`src/rtl/ir_mark_decoder.sv`:
```
module ir_mark_decoder #(
  parameter int TICK_DIV      = 5000,
  parameter int BITS          = 12,
  parameter int WCNT_W        = 5,
  parameter int START_MIN     = 22,
  parameter int START_MAX     = 28,
  parameter int ONE_MIN       = 10,
  parameter int ONE_MAX       = 14,
  parameter int ZERO_MIN      = 4,
  parameter int ZERO_MAX      = 8,
  parameter int TIMEOUT_TICKS = 50
) (
  input  logic            clk,
  input  logic            rst,
  input  logic            en,
  input  logic            ir_n,
  output logic [BITS-1:0] data_out,
  output logic            data_valid
);

  localparam int TDW = $clog2(TICK_DIV + 1);
  localparam int GW  = $clog2(TIMEOUT_TICKS + 1);
  localparam int BCW = $clog2(BITS + 1);
  localparam logic [TDW-1:0]    T_LAST = TDW'(TICK_DIV - 1);
  localparam logic [WCNT_W-1:0] W_MAX  = '1;
  localparam logic [WCNT_W-1:0] S_LO   = WCNT_W'(START_MIN);
  localparam logic [WCNT_W-1:0] S_HI   = WCNT_W'(START_MAX);
  localparam logic [WCNT_W-1:0] O_LO   = WCNT_W'(ONE_MIN);
  localparam logic [WCNT_W-1:0] O_HI   = WCNT_W'(ONE_MAX);
  localparam logic [WCNT_W-1:0] Z_LO   = WCNT_W'(ZERO_MIN);
  localparam logic [WCNT_W-1:0] Z_HI   = WCNT_W'(ZERO_MAX);
  localparam logic [GW-1:0]     G_LAST = GW'(TIMEOUT_TICKS - 1);
  localparam logic [BCW-1:0]    B_LAST = BCW'(BITS - 1);

  typedef enum logic {IDLE, FRAME} state_t;

  state_t            state;
  logic              s1, s2, mark_q;
  logic [TDW-1:0]    tcnt;
  logic [WCNT_W-1:0] wcnt;
  logic [GW-1:0]     gcnt;
  logic [BCW-1:0]    bcnt;
  logic [BITS-1:0]   shreg;

  wire tick      = en && (tcnt == T_LAST);
  wire mark      = ~s2;
  wire mark_rise = mark & ~mark_q;
  wire mark_end  = ~mark & mark_q;
  wire is_start  = (wcnt >= S_LO) && (wcnt <= S_HI);
  wire is_one    = (wcnt >= O_LO) && (wcnt <= O_HI);
  wire is_zero   = (wcnt >= Z_LO) && (wcnt <= Z_HI);
  wire [BITS-1:0] nxt = {is_one, shreg[BITS-1:1]};

  always_ff @(posedge clk) begin
    if (rst) begin
      s1     <= 1'b1;
      s2     <= 1'b1;
      mark_q <= 1'b0;
    end else begin
      s1     <= ir_n;
      s2     <= s1;
      mark_q <= mark;
    end
  end

  always_ff @(posedge clk) begin
    if (rst || !en)  tcnt <= '0;
    else if (tick)   tcnt <= '0;
    else             tcnt <= tcnt + 1'b1;
  end

  always_ff @(posedge clk) begin
    if (rst) begin
      state      <= IDLE;
      wcnt       <= '0;
      gcnt       <= '0;
      bcnt       <= '0;
      shreg      <= '0;
      data_out   <= '0;
      data_valid <= 1'b0;
    end else begin
      data_valid <= 1'b0;
      if (!en) begin
        state <= IDLE;
        wcnt  <= '0;
        gcnt  <= '0;
        bcnt  <= '0;
      end else begin
        if (mark_rise)                            wcnt <= '0;
        else if (mark && tick && wcnt != W_MAX)   wcnt <= wcnt + 1'b1;

        if (mark || state == IDLE) gcnt <= '0;
        else if (tick)             gcnt <= gcnt + 1'b1;

        if (mark_end) begin
          if (state == IDLE) begin
            if (is_start) begin
              state <= FRAME;
              bcnt  <= '0;
            end
          end else if (is_one || is_zero) begin
            shreg <= nxt;
            if (bcnt == B_LAST) begin
              data_out   <= nxt;
              data_valid <= 1'b1;
              state      <= IDLE;
            end else begin
              bcnt <= bcnt + 1'b1;
            end
          end else begin
            state <= IDLE;
          end
        end else if (state == FRAME && !mark && tick && gcnt == G_LAST) begin
          state <= IDLE;
        end
      end
    end
  end

  p_tick_single_r2: assert property (@(posedge clk) disable iff (rst)
    ((TICK_DIV > 1) && tick) |=> !tick);

  p_strobe_single_r10: assert property (@(posedge clk) disable iff (rst)
    data_valid |=> !data_valid);

  p_idle_no_strobe_r6: assert property (@(posedge clk) disable iff (rst)
    (en && state == IDLE) |=> !data_valid);

  p_bad_width_abort_r7: assert property (@(posedge clk) disable iff (rst)
    (en && state == FRAME && mark_end && !is_one && !is_zero) |=> (state == IDLE && !data_valid));

  p_wcnt_hold_r8: assert property (@(posedge clk) disable iff (rst)
    (en && mark && mark_q && wcnt == W_MAX) |=> (wcnt == W_MAX));

  p_timeout_r9: assert property (@(posedge clk) disable iff (rst)
    (en && state == FRAME && !mark && !mark_q && tick && gcnt == G_LAST) |=> (state == IDLE && !data_valid));

  p_disable_idle_r11: assert property (@(posedge clk) disable iff (rst)
    !en |=> (state == IDLE && !data_valid && $stable(data_out)));

endmodule

```
`config.mk`:
```
export PLATFORM = sky130hd
export DESIGN_NAME = ir_mark_decoder
export DESIGN_NICKNAME = d
export VERILOG_FILES = /design/src/rtl/ir_mark_decoder.sv
export SDC_FILE = /design/constraint.sdc
export NUM_CORES = 1
export LEC_CHECK = 0
export ABC_CLOCK_PERIOD_IN_PS = 2700
export BUFFER_PORTS_ARGS = -buffer_cell sky130_fd_sc_hd__buf_4
export CORE_MARGIN = 3
export CORE_UTILIZATION = 55
export DETAILED_ROUTE_END_ITERATION = 10
export HOLD_SLACK_MARGIN = 0.1
export PLACE_DENSITY = 0.83
export SYNTH_ARGS = -nofsm -noshare
export SYNTH_HDL_FRONTEND = slang
export SYNTH_SLANG_ARGS = --single-unit
```
`constraint.sdc`:
```
create_clock -name clk -period 2.7 [get_ports clk]
set_input_delay 0.27 -clock clk [delete_from_list [all_inputs] [get_ports clk]]
set_output_delay 0.27 -clock clk [all_outputs]
set_load 0.1 [all_outputs]
```
---- Yosys cells after proc, flatten, opt, wreduce, memory -nomap -nowiden ----
Cells that the tools add are included.
cells by class
  $add $sub $neg .......................... 4
  $lt $le $gt $ge ......................... 6
  equality and inequality tests ........... 6
  multiplexer cells ....................... 11
  bitwise gates (word level) .............. 8
  reductions and logical operators ........ 23
operators by type and width
  cell                                                                number
  2-to-1 mux 4 bit                                                    4
  adder 13 x 1 -> 13 bit (second input constant)                      1
  == test 13 bit (second input constant)                              1
  less-or-equal comparator 5 x 4 -> 1 bit (second input constant)     2
  logical AND 1 bit                                                   9
  AND reduction 4 bit                                                 2
  2-to-1 mux 1 bit                                                    7
  adder 6 x 1 -> 6 bit (second input constant)                        1
  == test 6 bit (second input constant)                               1
  inverter 1 bit                                                      6
  OR reduction 3 bit                                                  2
  adder 5 x 1 -> 5 bit (second input constant)                        1
  greater-or-equal comparator 5 x 3 -> 1 bit (second input constant)  1
  greater-or-equal comparator 5 x 4 -> 1 bit (second input constant)  1
  greater-or-equal comparator 5 bit (second input constant)           1
  less-or-equal comparator 5 bit (second input constant)              1
  inequality test 5 bit (second input constant)                       1
  AND reduction 5 bit                                                 1
  OR reduction 5 bit                                                  1
  adder 4 x 1 -> 4 bit (second input constant)                        1
  == test 4 bit (second input constant)                               1
  nonzero test 2 bit                                                  2
  OR reduction 2 bit                                                  2
  logical OR 1 bit                                                    3
  4 further kinds                                                     5
storage, ports and cells
  flip-flop bits (word level) ............. 57
  input bits .............................. 4
  output and inout bits ................... 13
  logic and storage cells ................. 69

---- Longest topological paths before layout ----
Gate-level depths: netlist of run 1.
  depth in word-level cells ............... 6
  depth in mapped cells ................... 7
  depth with buffers taken out ............ 6

---- Least setup slack after synthesis of run 1 ----
Ideal clock, no wire load.
  path type ............................... register to register
  from .................................... register tcnt[10]
  to ...................................... register wcnt[3]
  data arrival time ....................... 2.003 ns
  data required time ...................... 2.628 ns
  setup slack ............................. 0.626 ns
  cell stages (with the launch flop) ...... 5
  buffers on the path ..................... 0
  period minus slack after synthesis ...... 2.074 ns
  cells stage by stage .................... dfxtp_1 > or4_4 > or4_4 > or4_1 > a21oi_1
between the ends
  cells in the longest elaborated chain, start to end .. 4
ends and longest elaborated chain
  element                          RTL line  RTL
  from (decl)                      39        logic [TDW-1:0] tcnt;
  from (signal assigned)           69        else tcnt <= tcnt + 1'b1;
  == test 13 bit                   45        wire tick = en && (tcnt == T_LAST);
  logical AND 1 bit                45
  logical AND 1 bit (2 in series)  90        else if (mark && tick && wcnt != W_MAX) wcnt <= wcnt + 1'b1;
  to (signal assigned)             90
  to (decl)                        40        logic [WCNT_W-1:0] wcnt;
No other way between the ends.
A chain may end at the register's enable or synchronous reset.

---- Worst setup path after layout of run 1 ----
  from .................................... register tcnt[10]
  to ...................................... register gcnt[5]
between the ends
  cells in the longest elaborated chain, start to end .. 2
ends and longest elaborated chain
  element               RTL line  RTL
  == test 13 bit        45
  logical AND 1 bit     45
  to (signal assigned)  93        else if (tick) gcnt <= gcnt + 1'b1;
  to (decl)             41        logic [GW-1:0] gcnt;
No other way between the ends.

==> parameters.txt, run 1 <==
Parameter                              Value

Clock network
  H-Tree Depth ... 2
  Number of clock sinks seen by CTS ... 56
  Clock tree root buffer cell ... clkbuf_8
  Latest clock arrival within the worst-skew pair ... 0.32 ns
  Clock transition at the register clock pins on the worst setup and hold paths after CTS ... approximately 0.11 ns
  TritonCTS buffer count ... 5
  CTS max path bufs ... 2
  Post_cts resized ... 0
  Number of post-CTS setup repair buffers ... 0
  Number of buffers inserted by hold repair at cts ... 0
  CTS tree ... yes

Logic synthesis
  Main synth FF type ... dfxtp_1
  Number of warnings issued by yosys ... 0
  Post-synthesis instance total ... 293
  Sequential area share after synthesis ... 44.1%
  Syn Std Cell Area ... 2540 sq um
  Unique masters post-synth ... 50
  Net count after synthesis ... ~300
  Count of state elements after synthesis ... 56
  Proportion of synthesized flip-flops having asynchronous set or reset ... 0%
  Count of flip-flops with a built-in enable after synthesis ... 0
  Per-instance average area after synthesis ... 8.68 sq um

Power
  Static leakage power ... 0.933 nW
  Net switching power figure ... ~290 uW
  Relative contribution of the clock network to total power ... roughly two fifths
  Switching Fraction ... 20.9%
  Combinational share of power ... under 10%
  Power density over the cells ... 507 nW/um^2
  Peak VDD IR ... 0.383 mV
  Internal power contribution ... ~1.1 mW
  Power Total ... 1.41 mW
  Sequential cell fraction of total power ... between 50 and 60%

Run
  Number of max-cap violations ... 0

STA
  Final count of hold timing violations ... 0
  Min cycle time layout ... 2.24 ns
  Final count of pins violating max slew ... 0
  Setup slack of the critical path after layout ... between 0.4 and 0.5 ns
  Slew @ Worst Pin ... 0.745 ns
  Worst slew margin relative to its limit ... approximately 49%
  Final period util ... 83.1%
  Achievable clock frequency ... 446 MHz
  RSZ-0062 raised after global routing ... no
  Worst clock skew ... 0.0114 ns
  Number of setup violations in the final report ... 0
  Setup_tns ... 0 ns

Critical path
  Capturing element type of the critical path ... flop
  Setup Crit Path Kind ... flop to flop
  Count of cells along the worst register-to-register path ... 4
  Required time at the endpoint of the critical path ... 2.96 ns
  WP data arrival ... ~2.5 ns
  Kind of start point of the critical path ... flop
  Most frequent CP cell ... or4_4
  Crit-path max FO ... 14
  Max stage delay on crit path ... 0.61 ns
  Sequence of cells on the critical path ... or4_4 > or4_4 > or4_1 > a21oi_1
  Slowest cell on the critical path ... or4_4

Global route
  Vias in the first global route ... 2059
  Overall fraction of global-route tracks in use ... 21.0%
  Global route total overflow ... 0
  Initial antenna violation count ... 0
  Wire length of the first global-routing pass ... 9160 microns
  Largest net degree at the start of global routing ... 31

Placement
  Count of placed standard cells including taps ... 347
  HPWL after detailed placement ... 3560 microns
  # port buffers ... 16
  Weighted congestion at the end of routability-driven global placement ... 0.787
  Post-Place Worst Slack ... 0.468 ns

Finish
  Number of diodes added for antenna fixing ... 0
  Sequential cell area ... 1120 sq um
  Net count, final ... 313
  Multi-input gate area in the final layout ... about 1300 sq um
  Share of final-layout standard cells stronger than drive strength 1 ... around an eighth
  Relative area change from synthesis to final layout ... 9.50%
  Fill cell total of the finished layout ... 379
  Fin util ... approximately 63%
  Cell Count, Final, Fillers Out ... 355

Min path
  Worst Hold Class ... input port to flop
  Instance count along the most critical hold path ... 2

Floorplanning
  Boundary pin count ... 17
  Initial Util ... roughly 58%
  Core Rows ... 24
  Overall die height ... 74.0 microns
  Floorplan die area ... 5470 sq um
  Core Footprint ... 4410 sq um
  Die outline width ... 74.0 microns

Drt
  Detailed router's first-iteration violation count ... approximately 130
  DR WL/cell ... 14.9 microns
  Vias per Instance ... 6.21
  DR pass1 iterations ... 4
  Count of unresolved DRC violations after routing ... 0
  DR vias ... 2203
  Remaining antenna violation count ... 0
  Detailed-route wire length ... 5270 microns

Outcome
  Run status ... finished clean
## critical path: cells and delay by family, from the launching register on
family,cells,cell delay (ns)
and+or+nand+nor,3,1.68
AOI/OAI and AO/OA,1,0.15
DFF,1,0.35
## layer usage
layer / track usage (%) / wire (microns)
met1: 26.3 / 2440
met3: 4.59 / 186
met5: 0 / 0
met2: 36.4 / 2580
met4: 6.24 / 71
## kinds of logic after synthesis
group,Yosys count,synth area share [%]
buffers and inverters,27,4.82
flip-flops,56,44.1
XOR/XNOR,12,4.13
AND/OR/NAND/NOR,113,24.8
AO/OA/AOI/OAI,76,17.9
adder cells (fa/ha/maj),7,3.44
multiplexers,2,0.837
## through the flow
stage	instance area (sq um)	hold slack [ns]
after CTS	2780	0.138
after global placement	2670	0.397
final	2780	0.142
after floorplan	2540	0.374
after detailed placement	2670	0.400
after global routing	2780	0.135
## registers in the layout (all words and copies together), names as in the netlist
register	cells
tcnt	13
data_out	12
shreg	11
gcnt	6
wcnt	5
bcnt	4
data_valid	1
mark_q	1
s1	1
s2	1
state	1
## final cells by class
type	count	share of cell area, %
clock buffers	6	2.61
clock inverters	2	1.39
inverters	8	1.08
multi-input cells	210	46.7
flip-flops and latches	56	40.3
well taps	52	2.34
repair buffers	21	5.66
## power by group through the flow
stage                     Sequential, mW  Clock, mW  Combinational, mW
after detailed placement           0.851          0             0.0239
after global placement             0.851          0             0.0235
final                              0.832      0.556             0.0237
after global routing               0.832      0.589             0.0261
after floorplan                    0.849          0             0.0176
after CTS                          0.832      0.570             0.0239
## cell usage after synthesis (all sizes together), types with 2 or more instances
| cell | count | share of area [%] |
|---|---|---|
| a21oi | 33 | 6.5 |
| and2 | 2 | 0.49 |
| and3 | 6 | 1.5 |
| buf | 3 | 0.64 |
| clkbuf | 15 | 2.6 |
| dfxtp | 56 | 44 |
| ha | 7 | 3.4 |
| inv | 8 | 1.2 |
| nand2 | 12 | 1.8 |
| nand2b | 4 | 0.98 |
| nand3 | 19 | 3.7 |
| nand4 | 19 | 4.7 |
| nor2 | 23 | 3.4 |
| nor3 | 7 | 1.4 |
| nor4 | 2 | 0.74 |
| o21ai | 18 | 3.5 |
| o31ai | 15 | 4.4 |
| or2 | 3 | 0.74 |
| or3 | 2 | 0.54 |
| or4 | 5 | 1.8 |
| xnor2 | 9 | 3.1 |
| xor2 | 3 | 1.0 |
## cell usage in the layout, fill, tap and decap left out, drive strengths merged, types with 3 or more instances in the layout
| master | instances |
|---|---|
| nand2b | 4 |
| dfxtp | 56 |
| nor3 | 7 |
| a21oi | 33 |
| or2 | 3 |
| and3 | 6 |
| nand3 | 19 |
| o31ai | 15 |
| nand2 | 12 |
| clkbuf | 6 |
| nand4 | 19 |
| buf | 21 |
| inv | 9 |
| or4 | 5 |
| nor2 | 23 |
| ha | 7 |
| xor2 | 3 |
| xnor2 | 9 |
| o21ai | 18 |
## final timing paths
path	startpoint	endpoint	slack [ns]
max	tcnt[10]$_SDFF_PP0_	gcnt[5]$_SDFFE_PP0P_	0.46
min	ir_n	s1$_SDFF_PP1_	0.14
max reg2reg	tcnt[10]$_SDFF_PP0_	gcnt[5]$_SDFFE_PP0P_	0.46
min reg2reg	s1$_SDFF_PP1_	s2$_SDFF_PP1_	0.42
Power figures use the tool's default switching activity.
==> run 2, diff against run 1 <==
ABC_CLOCK_PERIOD_IN_PS = 1800   (was 2700)
CORE_UTILIZATION = 53   (was 55)
PLACE_DENSITY = 0.84   (was 0.83)
clock period = 1.8 ns   (was 2.7 ns; I/O delays follow)
==> parameters.txt, run 2 (synthesis gave the netlist of run 1 again) <==
Parameter                              Value

Floorplanning
  Core Rows ... 24 (unchanged)
  Core Footprint ... 4500 sq um (+2.0%)
  Initial Util ... 56.4% (-1.2 points)
  Floorplan die area ... 5660 sq um (+3.5%)
  Overall die height ... 75.3 microns (+1.7%)
  Die outline width ... 75.3 microns (+1.7%)
  Boundary pin count ... 17 (unchanged)

Drt
  DR WL/cell ... 14.7 microns (-0.73%)
  Detailed router's first-iteration violation count ... 208 (+56%)
  Count of unresolved DRC violations after routing ... 0 (unchanged)
  DR pass1 iterations ... 4 (unchanged)
  Detailed-route wire length ... 5780 microns (+9.6%)
  Vias per Instance ... 6.00 (-3.3%)
  DR vias ... 2353 (+6.8%)
  Remaining antenna violation count ... 0 (unchanged)

Global route
  Busiest grt layer ... met2
  Initial antenna violation count ... 0 (unchanged)
  Global route total overflow ... 0 (unchanged)
  Vias in the first global route ... 2083 (+1.2%)
  Global-route met3 utilization ... 4.01% (-0.59 points)
  Overall fraction of global-route tracks in use ... 20.8% (-0.28 points)
  Met2 routing resource usage after global routing ... 34.2% (-2.2 points)
  Met1 usage in global routing ... 27.7% (+1.5 points)
  Wire length of the first global-routing pass ... 9220 microns (+0.68%)
  Largest net degree at the start of global routing ... 31 (unchanged)

Clock network
  CTS tree ... yes
  TritonCTS buffer count ... 5 (unchanged)
  Clock transition at the register clock pins on the worst setup and hold paths after CTS ... 0.09 ns (-0.02 ns)
  H-Tree Depth ... 2 (unchanged)
  Latest clock arrival within the worst-skew pair ... 0.31 ns (about the same)
  CTS max path bufs ... 2 (unchanged)
  Number of clock sinks seen by CTS ... 56 (unchanged)
  Clock tree root buffer cell ... clkbuf_8

Critical path
  Max stage delay on crit path ... 0.59 ns (-0.02 ns)
  Slowest cell on the critical path ... or4_4
  Kind of start point of the critical path ... flop
  Sequence of cells on the critical path ... or4bb_4 > or4_4 > or3_2 > a21oi_2
  Required time at the endpoint of the critical path ... 2.03 ns (-0.93 ns)
  Crit-path max FO ... 7 (-7)
  Capturing element type of the critical path ... flop
  Capturing point of the worst reg2reg path ... gcnt[3]$_SDFFE_PP0P_
  Count of cells along the worst register-to-register path ... 4 (unchanged)
  Delay-heaviest family, CP ... simple AND/OR/NAND/NOR gates
  WP data arrival ... 2.37 ns (-0.13 ns)
  Worst R2R Setup Slack ... -0.34 ns (-0.80 ns)
  Setup Crit Path Kind ... flop to flop
  Worst R2R Start ... tcnt[3]$_SDFF_PP0_
  Buffers plus inverters on the worst setup path ... 0 (unchanged)

Finish
  Finished layout cell area ... 3140 sq um (+13%)
  Cell Count, Final, Fillers Out ... 392 (+10%)
  Net count, final ... 350 (+12%)
  Share of final-layout standard cells stronger than drive strength 1 ... 27.1% (+14 points)
  Relative area change from synthesis to final layout ... 23.7%
  Number of flip-flops under the largest register name ... 13 (unchanged)
  Largest registers in the final layout ... tcnt (13), data_out (12), shreg (11)
  Register with the highest flop count ... tcnt
  Fin util ... 69.8% (+6.7 points)
  Most common cell after layout, fill and taps aside ... buf_4
  Commonest cells after routing, fill and taps aside ... buf_4, dfxtp_1, a21oi_1
  Number of diodes added for antenna fixing ... 0 (unchanged)

STA
  Final count of hold timing violations ... 0 (unchanged)
  Final hold slack ... 0.219 ns (+0.0773 ns)
  Worst clock skew ... 0.0132 ns (+0.00181 ns)
  Min cycle time layout ... 2.14 ns (-0.104 ns)
  RSZ-0062 raised after global routing ... yes
  Final count of pins violating max slew ... 0 (unchanged)
  Worst slew margin relative to its limit ... 58.9% (+9.9 points)
  Number of setup violations in the final report ... 21 (+21)
  Final period util ... 119% (+36 points)
  Achievable clock frequency ... 468 MHz (+4.9%)
  Setup_tns ... -4.34 ns (-4.34 ns)
  Slew @ Worst Pin ... 0.610 ns (-0.135 ns)
  Setup slack of the critical path after layout ... -0.339 ns (-0.796 ns)

Placement
  Weighted congestion at the end of routability-driven global placement ... 0.791 (+0.53%)
  Cell area reported after detailed placement ... 2940 sq um (+9.8%)
  HPWL after detailed placement ... 3830 microns (+7.6%)
  Post-Place Worst Slack ... -0.314 ns (-0.782 ns)
  # port buffers ... 16 (unchanged)
  Count of placed standard cells including taps ... 380 (+9.5%)

Min path
  Instance count along the most critical hold path ... 2 (unchanged)
  Hold-critical path endpoint ... mark_q$_SDFF_PP0_
  Worst Hold Class ... input port to flop
  Min-Delay Startpoint ... rst

Outcome
  Violations in the final reports ... setup timing
  Run status ... finished, violations left

Power
  Power Total ... 1.98 mW (+40%)
  Peak VDD IR ... 0.564 mV (+47%)
  Static leakage power ... 1.13 nW (+21%)
  Power density over the cells ... 630 nW/um^2 (+24%)

Run
  Number of max-cap violations ... 0 (unchanged)
run 2: cell types whose count changed in the layout (fill, tap and decap cells not counted), moves of 2 or more:
| cell | before | now |
|---|---|---|
| a21oi_1 | 33 | 31 |
| a21oi_2 | 0 | 2 |
| buf_4 | 21 | 54 |
| buf_6 | 0 | 2 |
| dfxtp_1 | 56 | 51 |
| dfxtp_2 | 0 | 5 |
| o21ai_0 | 18 | 15 |
| o21ai_1 | 0 | 2 |
| o31ai_1 | 15 | 13 |
| o31ai_2 | 0 | 2 |
run 2: area by class of cell:
type,count,area (sq um)
Clock inverter,2,13.8
Multi-Input combinational cell,210,1380
Sequential cell,56,1130
Timing Repair Buffer,58,458
Inverter,8,30.0
Clock buffer,6,72.6
Fill cell,345,1360
Tap cell,52,65.1
run 2: worst max path at each step:
stage | start | to | cells past startpoint | slack [ns]
floorplan | tcnt[3]$_SDFF_PP0_ | gcnt[2]$_SDFFE_PP0P_ | 5 | -0.24
global placement | tcnt[3]$_SDFF_PP0_ | gcnt[5]$_SDFFE_PP0P_ | 4 | -0.26
detailed placement | tcnt[3]$_SDFF_PP0_ | gcnt[2]$_SDFFE_PP0P_ | 5 | -0.31
CTS | tcnt[10]$_SDFF_PP0_ | gcnt[3]$_SDFFE_PP0P_ | 4 | -0.34
global route | tcnt[3]$_SDFF_PP0_ | gcnt[2]$_SDFFE_PP0P_ | 5 | -0.38
finish | tcnt[3]$_SDFF_PP0_ | gcnt[3]$_SDFFE_PP0P_ | 4 | -0.34
run 2: layer usage:
metal | wire length (microns) | up-vias
met2 | 2900 | 81
met4 | 61 | 0
li1 | - | 1170
met3 | 315 | 7
met1 | 2510 | 1095
met5 | 0 | -
run 2: what timing repair did:
action | 4_1_cts | 5_1_grt
hold endpoints to repair | 1 | 0
pin swaps | 3 | 4
setup endpoints to repair | 23 | 40
gates resized for setup | 8 | 19
hold buffers | 1 | 0
buffers inserted | 2 | 1
gates cloned | 1 | 0
run 2: report_power, final:
part / total [mW] / switching (mW) / internal, mW
combinational: 0.0541 / 0.0304 / 0.0236
sequential: 1.25 / 0.00260 / 1.24
clock: 0.682 / 0.404 / 0.278
total: 1.98 / 0.437 / 1.54
==> run 3, diff against run 2 <==
CORE_MARGIN = default   (was 3)
HOLD_SLACK_MARGIN = default   (was 0.1)
==> parameters.txt, run 3 (synthesis gave the netlist of run 1 again) <==
Parameter                              Value

STA
  Slew @ Worst Pin ... 0.605 ns (-0.00447 ns)
  Min cycle time layout ... 2.13 ns (-0.0122 ns)
  Final count of hold timing violations ... 0 (unchanged)
  Final count of pins violating max slew ... 0 (unchanged)
  Worst clock skew ... 0.00917 ns (-0.00403 ns)
  Setup slack of the critical path after layout ... -0.327 ns (+0.0122 ns)
  Achievable clock frequency ... 470 MHz (+0.57%)
  Final period util ... 118% (-0.68 points)
  Number of setup violations in the final report ... 24 (+14%)
  Worst slew margin relative to its limit ... 59.2% (+0.30 points)
  Setup_tns ... -4.76 ns (-0.417 ns)
  Final hold slack ... 0.0548 ns (-0.164 ns)
  RSZ-0062 raised after global routing ... yes

Critical path
  Kind of start point of the critical path ... flop
  WP data arrival ... 2.37 ns (about the same)
  Crit-path max FO ... 5 (-2)
  Capturing element type of the critical path ... flop
  Most frequent CP cell ... or4_4
  Required time at the endpoint of the critical path ... 2.04 ns (about the same)
  Sequence of cells on the critical path ... or4_4 > or4_4 > or4_4 > a21oi_2
  Setup Crit Path Kind ... flop to flop
  Max stage delay on crit path ... 0.57 ns (-0.02 ns)
  Buffers plus inverters on the worst setup path ... 0 (unchanged)
  Slowest cell on the critical path ... or4_4
  Delay-heaviest family, CP ... simple AND/OR/NAND/NOR gates

Drt
  Detailed-route wire length ... 6170 microns (+6.8%)
  DR pass1 iterations ... 7 (+3)
  Vias per Instance ... 6.10 (+1.6%)
  Remaining antenna violation count ... 0 (unchanged)
  Detailed router's first-iteration violation count ... 169 (-19%)
  DR vias ... 2408 (+2.3%)
  Count of unresolved DRC violations after routing ... 1 (+1)
  DR WL/cell ... 15.6 microns (+6.0%)

Clock network
  CTS tree ... yes
  Number of clock sinks seen by CTS ... 56 (unchanged)
  H-Tree Depth ... 2 (unchanged)
  Clock transition at the register clock pins on the worst setup and hold paths after CTS ... 0.09 ns (about the same)
  CTS max path bufs ... 2 (unchanged)
  TritonCTS buffer count ... 5 (unchanged)
  Clock tree root buffer cell ... clkbuf_8
  Latest clock arrival within the worst-skew pair ... 0.31 ns (about the same)
  Number of buffers inserted by hold repair at cts ... 0 (-1)

Finish
  Share of final-layout standard cells stronger than drive strength 1 ... 29.2% (+2.1 points)
  Register with the highest flop count ... tcnt
  Fill cell total of the finished layout ... 336 (-2.6%)
  Number of flip-flops under the largest register name ... 13 (unchanged)
  Net count, final ... 353 (+0.86%)
  Sequential cell area ... 1130 sq um (+0.22%)
  Multi-input gate area in the final layout ... 1410 sq um (+2.3%)
  Most common cell after layout, fill and taps aside ... buf_4
  Number of diodes added for antenna fixing ... 0 (unchanged)
  Relative area change from synthesis to final layout ... 26.7%
  Largest registers in the final layout ... tcnt (13), data_out (12), shreg (11)
  Commonest cells after routing, fill and taps aside ... buf_4, dfxtp_1, a21oi_1
  Finished layout cell area ... 3220 sq um (+2.5%)

Power
  Relative contribution of the clock network to total power ... 35.4% (+1.0 points)
  Peak VDD IR ... 0.447 mV (-21%)
  Static leakage power ... 1.15 nW (+1.8%)
  Combinational share of power ... 2.7% (about the same)
  Internal power contribution ... 1.58 mW (+2.2%)
  Power Total ... 2.01 mW (+1.6%)
  Switching Fraction ... 21.6% (-0.45 points)
  Net switching power figure ... 435 uW (-0.50%)
  Power density over the cells ... 625 nW/um^2 (-0.85%)
  Sequential cell fraction of total power ... 61.9% (-0.9 points)

Global route
  Met2 routing resource usage after global routing ... 44.6% (+10 points)
  Wire length of the first global-routing pass ... 10000 microns (+8.5%)
  Largest net degree at the start of global routing ... 31 (unchanged)
  Initial antenna violation count ... 0 (unchanged)
  Busiest grt layer ... met2
  Overall fraction of global-route tracks in use ... 24.5% (+3.7 points)
  Global route total overflow ... 0 (unchanged)
  Vias in the first global route ... 2278 (+9.4%)
  Met1 usage in global routing ... 28.8% (+1.1 points)
  Global-route met3 utilization ... 4.08% (+0.073 points)

Placement
  Post-Place Worst Slack ... -0.376 ns (-0.0615 ns)
  Cell area reported after detailed placement ... 2950 sq um (+0.43%)
  Weighted congestion at the end of routability-driven global placement ... 0.767 (-3.0%)
  # port buffers ... 16 (unchanged)
  HPWL after detailed placement ... 4050 microns (+5.7%)

Outcome
  Run status ... finished, violations left
  Violations in the final reports ... DRC, setup timing

Floorplanning
  Initial Util ... 56.8% (+0.38 points)
  Die outline width ... 71.3 microns (-5.3%)
  Core Rows ... 24 (unchanged)
  Floorplan die area ... 5080 sq um (-10%)
  Overall die height ... 71.3 microns (-5.3%)
  Core Footprint ... 4470 sq um (-0.67%)
  Boundary pin count ... 17 (unchanged)

Min path
  Worst Hold Class ... input port to flop

Run
  Number of max-cap violations ... 0 (unchanged)
## run 3: routing by layer
layer	up-vias	wire, microns
met1	1157	2560
met4	0	133
met3	17	237
met2	64	3240
li1	1170	-
met5	-	0
## run 3: worst paths after layout
path	from	endpoint	cells past startpoint	slack, ns
worst max register to register	tcnt[10]$_SDFF_PP0_	gcnt[5]$_SDFFE_PP0P_	4	-0.33
worst min register to register	s1$_SDFF_PP1_	s2$_SDFF_PP1_	1	0.43
worst min-delay path	ir_n	s1$_SDFF_PP1_	2	0.05
worst max-delay path	tcnt[10]$_SDFF_PP0_	gcnt[5]$_SDFFE_PP0P_	4	-0.33
## run 3: area by class of cell
cell class	instances	area share, %
Clock inverter	1	0.233
Sequential cell	56	35.1
Tap cell	52	2.02
Inverter	8	0.932
Multi-Input combinational cell	211	43.7
Timing Repair Buffer	60	15.3
Clock buffer	7	2.68
## run 3: timing repair
action | in CTS | in global routing
buffers inserted | 4 | 2
pin swaps | 6 | 6
gates resized for setup | 18 | 19
setup endpoints to repair | 25 | 38
cloned | 1 | 1
endpoints found under the hold margin | 0 | 0
## run 3: worst reg2reg max path: cells and delay by family, from the launching register on
family	cells	cell delay, ns
and+or+nand+nor	3	1.62
DFF	1	0.33
AOI/OAI and AO/OA	1	0.13
## run 3: power groups by stage
| stage | logic [mW] | clock network (mW) | registers, mW |
|---|---|---|---|
| 2_1_floorplan | 0.0281 | 0 | 1.27 |
| 3_3_place_gp | 0.0505 | 0 | 1.27 |
| 3_5_place_dp | 0.0520 | 0 | 1.27 |
| 4_1_cts | 0.0530 | 0.716 | 1.25 |
| 5_1_grt | 0.0587 | 0.767 | 1.25 |
| 6_report | 0.0545 | 0.713 | 1.25 |
## run 3: per-stage QoR
step                      instances  utilization [%]
after floorplan                 293                -
after global placement          380             65.9
after global routing            395             72.0
after CTS                       393             69.8
after detailed placement        380             65.9
final                           395             72.0
